**config.mk**
```make
export PLATFORM = sky130hd
export DESIGN_NAME = fc_admit_gate
export DESIGN_NICKNAME = d
export VERILOG_FILES = /design/src/rtl/fc_admit_pkg.sv /design/src/rtl/fc_window_cmp.sv /design/src/rtl/fc_class_tracker.sv /design/src/rtl/fc_admit_gate.sv
export SDC_FILE = /design/constraint.sdc
export NUM_CORES = 1
export LEC_CHECK = 0
export BUFFER_PORTS_ARGS = -buffer_cell sky130_fd_sc_hd__buf_4
export CAP_MARGIN = 20
export CORE_ASPECT_RATIO = 1.1
export CORE_MARGIN = 4
export CORE_UTILIZATION = 53
export DETAILED_ROUTE_END_ITERATION = 8
export GPL_ROUTABILITY_DRIVEN = 0
export GPL_TIMING_DRIVEN = 0
export PLACE_DENSITY = 0.82
export SKIP_CTS_REPAIR_TIMING = 1
export SLEW_MARGIN = 25
export SYNTH_ARGS = -nofsm -noshare
export SYNTH_HDL_FRONTEND = slang
export SYNTH_HIERARCHICAL = 1
export SYNTH_SLANG_ARGS = --single-unit
```
**constraint.sdc**
```tcl
create_clock -name clk -period 4.5 [get_ports clk]
set_clock_uncertainty 0.1 [all_clocks]
set_input_delay 0.9 -clock clk [delete_from_list [all_inputs] [get_ports clk]]
set_output_delay 0.9 -clock clk [all_outputs]
set_load 0.01 [all_outputs]
```
**src/rtl/fc_admit_pkg.sv**
```systemverilog
package fc_admit_pkg;
   // credit classes tracked by the gate
   typedef enum int unsigned {
      CLS_HDR = 0,
      CLS_DAT = 1
   } cls_e;
   localparam int unsigned NCLS = 2;

   // width-generic window rule: remaining credit after the packet must
   // fall in the lower half of the modular range
   function automatic logic window_ok(input int unsigned cw,
                                      input logic [31:0] remain);
      logic [31:0] mask;
      logic [31:0] half;
      mask = (32'd1 << cw) - 32'd1;
      half = 32'd1 << (cw - 1);
      return ((remain & mask) <= half);
   endfunction
endpackage

```
**src/rtl/fc_window_cmp.sv**
```systemverilog
module fc_window_cmp #(
   parameter int unsigned CW = 8
) (
   input  logic [CW-1:0] lim,
   input  logic [CW-1:0] used,
   input  logic [CW-1:0] cost,
   input  logic          unlimited,
   output logic          ok
);
   import fc_admit_pkg::*;

   logic [CW-1:0] after_use;
   logic [CW-1:0] remain;

   always_comb begin
      after_use = used + cost;
      remain    = lim - after_use;
      ok        = unlimited | window_ok(CW, 32'(remain));
   end
endmodule

```
**src/rtl/fc_class_tracker.sv**
```systemverilog
module fc_class_tracker #(
   parameter int unsigned CW = 8
) (
   input  logic          clk,
   input  logic          rst_n,
   input  logic          load,
   input  logic [CW-1:0] adv,
   input  logic          ret_en,
   input  logic [CW-1:0] ret_amt,
   input  logic          take,
   input  logic [CW-1:0] cost,
   output logic          pass,
   output logic [CW-1:0] lim_o,
   output logic [CW-1:0] used_o
);
   logic [CW-1:0] lim_q;
   logic [CW-1:0] used_q;
   logic          unl_q;

   always_ff @(posedge clk) begin
      if (!rst_n) begin
         lim_q  <= '0;
         used_q <= '0;
         unl_q  <= 1'b0;
      end else if (load) begin
         lim_q  <= adv;
         used_q <= '0;
         unl_q  <= (adv == '0);
      end else begin
         if (ret_en) lim_q  <= lim_q + ret_amt;
         if (take)   used_q <= used_q + cost;
      end
   end

   fc_window_cmp #(.CW(CW)) u_cmp (
      .lim       (lim_q),
      .used      (used_q),
      .cost      (cost),
      .unlimited (unl_q),
      .ok        (pass)
   );

   assign lim_o  = lim_q;
   assign used_o = used_q;
endmodule

```
**src/rtl/fc_admit_gate.sv**
```systemverilog
module fc_admit_gate #(
   parameter int unsigned CW = 8
) (
   input  logic          clk,
   input  logic          rst_n,
   input  logic          init_vld,
   input  logic [CW-1:0] init_hdr,
   input  logic [CW-1:0] init_dat,
   input  logic          ret_vld,
   input  logic [CW-1:0] ret_hdr,
   input  logic [CW-1:0] ret_dat,
   input  logic          req_vld,
   input  logic [CW-1:0] req_hdr,
   input  logic [CW-1:0] req_dat,
   output logic          grant
);
   import fc_admit_pkg::*;

   if (CW < 2 || CW > 31) begin : g_bad_cw
      $error("fc_admit_gate: CW must lie in 2..31");
   end

   logic                      loaded_q;
   logic                      ret_en;
   logic [NCLS-1:0]           cls_pass;
   logic [NCLS-1:0][CW-1:0]   adv_v;
   logic [NCLS-1:0][CW-1:0]   ret_v;
   logic [NCLS-1:0][CW-1:0]   cost_v;
   logic [NCLS-1:0][CW-1:0]   lim_q;
   logic [NCLS-1:0][CW-1:0]   used_q;

   assign adv_v[CLS_HDR]  = init_hdr;
   assign adv_v[CLS_DAT]  = init_dat;
   assign ret_v[CLS_HDR]  = ret_hdr;
   assign ret_v[CLS_DAT]  = ret_dat;
   assign cost_v[CLS_HDR] = req_hdr;
   assign cost_v[CLS_DAT] = req_dat;

   always_ff @(posedge clk) begin
      if (!rst_n)        loaded_q <= 1'b0;
      else if (init_vld) loaded_q <= 1'b1;
   end

   assign ret_en = ret_vld & loaded_q & ~init_vld;
   assign grant  = req_vld & loaded_q & ~init_vld & (&cls_pass);

   for (genvar c = 0; c < NCLS; c++) begin : g_cls
      fc_class_tracker #(.CW(CW)) u_trk (
         .clk     (clk),
         .rst_n   (rst_n),
         .load    (init_vld),
         .adv     (adv_v[c]),
         .ret_en  (ret_en),
         .ret_amt (ret_v[c]),
         .take    (grant),
         .cost    (cost_v[c]),
         .pass    (cls_pass[c]),
         .lim_o   (lim_q[c]),
         .used_o  (used_q[c])
      );
   end
endmodule

```
# --- Word level (Yosys, flattened, before mapping) ---
# Index checks and enable logic that the tools add are counted.
# Widths: inputs -> output; s select.
word_totals:
  reg_bits: 35
  output_inout_bits: 1
  romBits: 0
  latchBits: 0
  ramBits: 0
  elab_cells: 33
  n_memories: 0
classes:
  n_reduce_logical: 5
  mul: 0
  bitwise: 9
  addsub: 6
  magnitude_cmp: 2
  n_eq_ne: 0
  muxes: 4
  div: 0
  shift: 0
op_table:
  columns: ["operator", "count"]
  rows:
  - ["$add 8x8->8", 4]
  - ["$mux 8", 4]
  - ["$le 8x8->1 const B", 2]
  - ["$logic_not 8->1", 2]
  - ["$sub 8x8->8", 2]
  - ["$and 1x1->1", 5]
  - ["$not 1->1", 2]
  - ["$or 1x1->1", 2]
  - ["$reduce_and 2->1", 1]
  - ["$reduce_bool 2->1", 1]
  - ["$reduce_or 2->1", 1]

# --- Depth between registers and ports, before layout ---
depth:
  depth_word: 6
  ltp_mapped: 17

# --- Hierarchy ---
# Netlist, hierarchy kept.
modules_own_cells:
  columns: ["mod", "n_inst", "cells_each", "seq_area_each_um2", "area_each_um2"]
  rows:
  - ["fc_class_tracker", 2, 157, 340.3, 1298.7]
  - ["fc_window_cmp (g_cls[0].u_trk.u_cmp)", 1, 70, 0.0, 613.1]
  - ["fc_window_cmp (g_cls[1].u_trk.u_cmp)", 1, 66, 0.0, 549.3]
  - ["fc_admit_gate", 1, 5, 20.0, 53.8]

# --- Worst setup path after synthesis ---
# No wires, ideal clock.
synth_path:
  kind: "input to output"
  startpoint: "input req_dat[0]"
  endpoint: "output grant"
  arrival_ns: 3.544
  stages: 13
  slack_ns: -0.044
  cell_sequence: "inv_1 > fa_1 > inv_1 > ha_1 > nor2_1 > fa_1 > nor2b_1 > o21a_1 > or4_4 > a211oi_2 > a211o_1 > nand3_1 > nor3b_2"
synth_via:
  elab_chain_cells: 6
synth_lines:
  columns: ["item", "line_no", "source"]
  rows:
  - ["start, declared", "fc_admit_gate.sv:14", "input logic [CW-1:0] req_dat,"]
  - ["$add 8x8->8", "fc_window_cmp.sv:16", "after_use = used + cost;"]
  - ["$sub 8x8->8", "fc_window_cmp.sv:17", "remain = lim - after_use;"]
  - ["$le 8x8->1", "fc_admit_pkg.sv:17", "return ((remain & mask) <= half);"]
  - ["$or 1x1->1", "fc_window_cmp.sv:18", "ok = unlimited | window_ok(CW, 32'(remain));"]
  - ["net cls_pass[1]", "fc_admit_gate.sv:25", "logic [NCLS-1:0] cls_pass;"]
  - ["$reduce_and 2->1", "fc_admit_gate.sv:45", "assign grant = req_vld & loaded_q & ~init_vld & (&cls_pass);"]
  - ["$and 1x1->1", "fc_admit_gate.sv:45", null]
  - ["end, declared", "fc_admit_gate.sv:15", "output logic grant"]
# The timed path passes the listed nets, and every way through them passes these cells.

# --- Worst setup path after layout ---
# Same ends and word-level chain as after synthesis.

==> summary.txt <==
status: finished with violations
failing checks: setup timing
CP Buf/Inv Count: 4
cell count after synthesis: 455
Core ar.: 0.007007 mm2
Area growth syn-to-layout: 17.98%
leading area contributor after synthesis: dfxtp_1
minimum clock period: 4.752 ns
post-synthesis cell area: 0.003814 mm2
crit path kind: in -> out
Max Buffers Root-to-Sink: 2
Worst Max-Slew Pin Slew: 0.5588 ns
family with the most delay on the worst path: simple AND/OR/NAND/NOR gates
CP cell instances: buf_6, inv_2, fa_1, inv_1, ha_2, nor2_4, fa_2, nor2b_1, o21a_1, or4_4, a211oi_2, a211o_1, nand3_2, nor3b_4, buf_6
Setup Viol. Count Final: 1
Clock power frac: 0.289
Post-Place Worst Slack: -0.5329 ns
CTS sink cnt: 35
grt total ovfl: 0
Critical Path RT: 3.50 ns
Post-synth EDFFs: 0
RSZ-0062 raised after global routing: yes
crit path DAT: 3.75 ns
drt via density: 5.717
Max-Cap Viols: 0
Setup crit end kind: output port
largest net degree at the start of global routing: 12
final hold vios: 0
Power Density: 235.2 mW/mm2
vias in the first global route: 3,539
Sw Pwr: 0.3566 mW
Die W: 88.88 um
die area: 0.008618 mm2
post-detail-place hpwl: 7.115 mm
CTS tree: done
Synthesized Nets: 572
fmax: 210.4 MHz
critical path peak fanout: 6
worst skew pair latency: 0.29 ns
placed cell areas: 0.004327 mm2
most used cell, CP: buf_6
combinational share of power: 0.394
chip height: 96.97 um
row count: 32
Sequential Power Share: 0.317
drc violations: 0
worst rel slew slack: 0.6267
drt initial violations: 90
ys flop type: dfxtp_1
Overall Global Routing Usage: 0.2096
Pint: 0.7017 mW
Routed Wire Length: 8.688 mm
Leakage: 2.000 nW
share of cells above drive strength 1: 0.1830
most common cell after layout, fill and taps aside: inv_1
ys async rst share: 0
Wirelength per Cell: 14.38 um
# diodes: 0
Synth top area share: 0.1837
final hold slack: 0.3882 ns
post-layout instance area: 0.004499 mm2
slowest cell on the critical path: fa_1
TritonRoute pass-1 iters: 4
commonest non-fill, non-tap cells in the layout: inv_1, buf_4, ha_1
Max H-tree Level: 2
first-pass GRT wire length: 15.00 mm
Synth area leaders: dfxtp_1, ha_1, fa_1
Startpoint Class: input port
Starting Density: 0.5443
initial antenna violation count: 0
switching share of power: 0.3370
IO Count: 54
Netlist cell types: 59
Post-DRT Antenna Nets: 0
Tcrit/Tclk final: 1.056
final net count: 635
Final Slew Violations: 0
CP peak stage delay: 0.51 ns
Root Driver: clkbuf_8
slack of the critical path: -0.2520 ns
Worst Hold Class: reg -> reg
total CTS buffers: 5
Via Count: 3,453
post-synthesis sequential area ratio: 0.1837
clock-pin slew on the worst setup and hold paths: 0.07 ns
Final Util: 0.6421
syn avg cell area: 8.382 um2
Max VDD drop: 0.1372 mV
Port Buffers: 53
#FFs+latches synth: 35
synthesis warning total: 6
==> cells by family after synthesis <==
kind of cell    count (synthesis)  synth area share
compound gates                115            0.2018
flops                          35            0.1837
simple gates                  123            0.1814
buf+inv                        74           0.07349
fa+ha+maj                      64            0.2454
xor+xnor                       31           0.08005
mux                            13           0.03412
==> metrics by stage <==
stage                     std cells  power, mW  TNS [ns]
after global routing            604      1.129   -0.4586
after global placement          593     0.7300    -3.479
final                           604      1.058   -0.2520
after detailed placement        593     0.7457    -4.648
after floorplan                 455     0.6361         0
after CTS                       601      1.053   -0.6900
==> state kept, by name, summed over array words and instances, names as in the netlist <==
register	count
g_cls.u_trk/used_o	16
loaded_q	1
g_cls.u_trk/unl_q	2
g_cls.u_trk/lim_o	16
==> final cells by class <==
class / instances / area, um2
Inverter: 64 / 240.2
Multi-Input combinational cell: 346 / 2863
Timing Repair Buffer: 57 / 435.4
Fill cell: 584 / 2507
Sequential cell: 35 / 700.7
Clock buffer: 6 / 82.58
Tap cell: 85 / 106.4
Buffer: 9 / 36.28
Clock inverter: 2 / 35.03
==> layer usage <==
layer  routed length, um  GRT usage  up-vias
li1                    -          -     1718
met1                3538     0.2438     1657
met2                4672     0.3937       67
met3                 355    0.02641       11
met4                 121    0.04767        0
met5                   0          0        -
==> cell usage after synthesis (7+ instances only) <==
cell       n
inv_1     64
ha_1      46
dfxtp_1   35
nand2_1   28
a21oi_1   27
o21ai_0   25
nor2_1    24
fa_1      18
xnor2_1   18
mux2i_1   13
nor2b_1   11
a211oi_1  10
xor2_1    10
a21oi_2    8
clkbuf_1   8
nor3b_1    8
o21a_1     8
nand3_1    7
o211ai_1   7
==> power groups by stage <==
stage	sequential, mW	clock [mW]	combinational [mW]
floorplan	0.339	0	0.297
CTS	0.336	0.312	0.406
global route	0.337	0.319	0.473
detailed placement	0.343	0	0.403
global placement	0.342	0	0.388
finish	0.336	0.305	0.417
==> path summary, 6_finish.rpt <==
path,start,to,slack (ns),depth (start not counted)
setup / recovery,req_dat[0],grant,-0.25,15
setup reg to reg,g_cls[1].u_trk/used_o[0],g_cls[0].u_trk/used_o[6],0.37,17
hold / removal,g_cls[0].u_trk/unl_q,g_cls[0].u_trk/unl_q,0.39,1
hold reg to reg,g_cls[0].u_trk/unl_q,g_cls[0].u_trk/unl_q,0.39,1
Note: power is estimated with default switching activity, not from simulation.
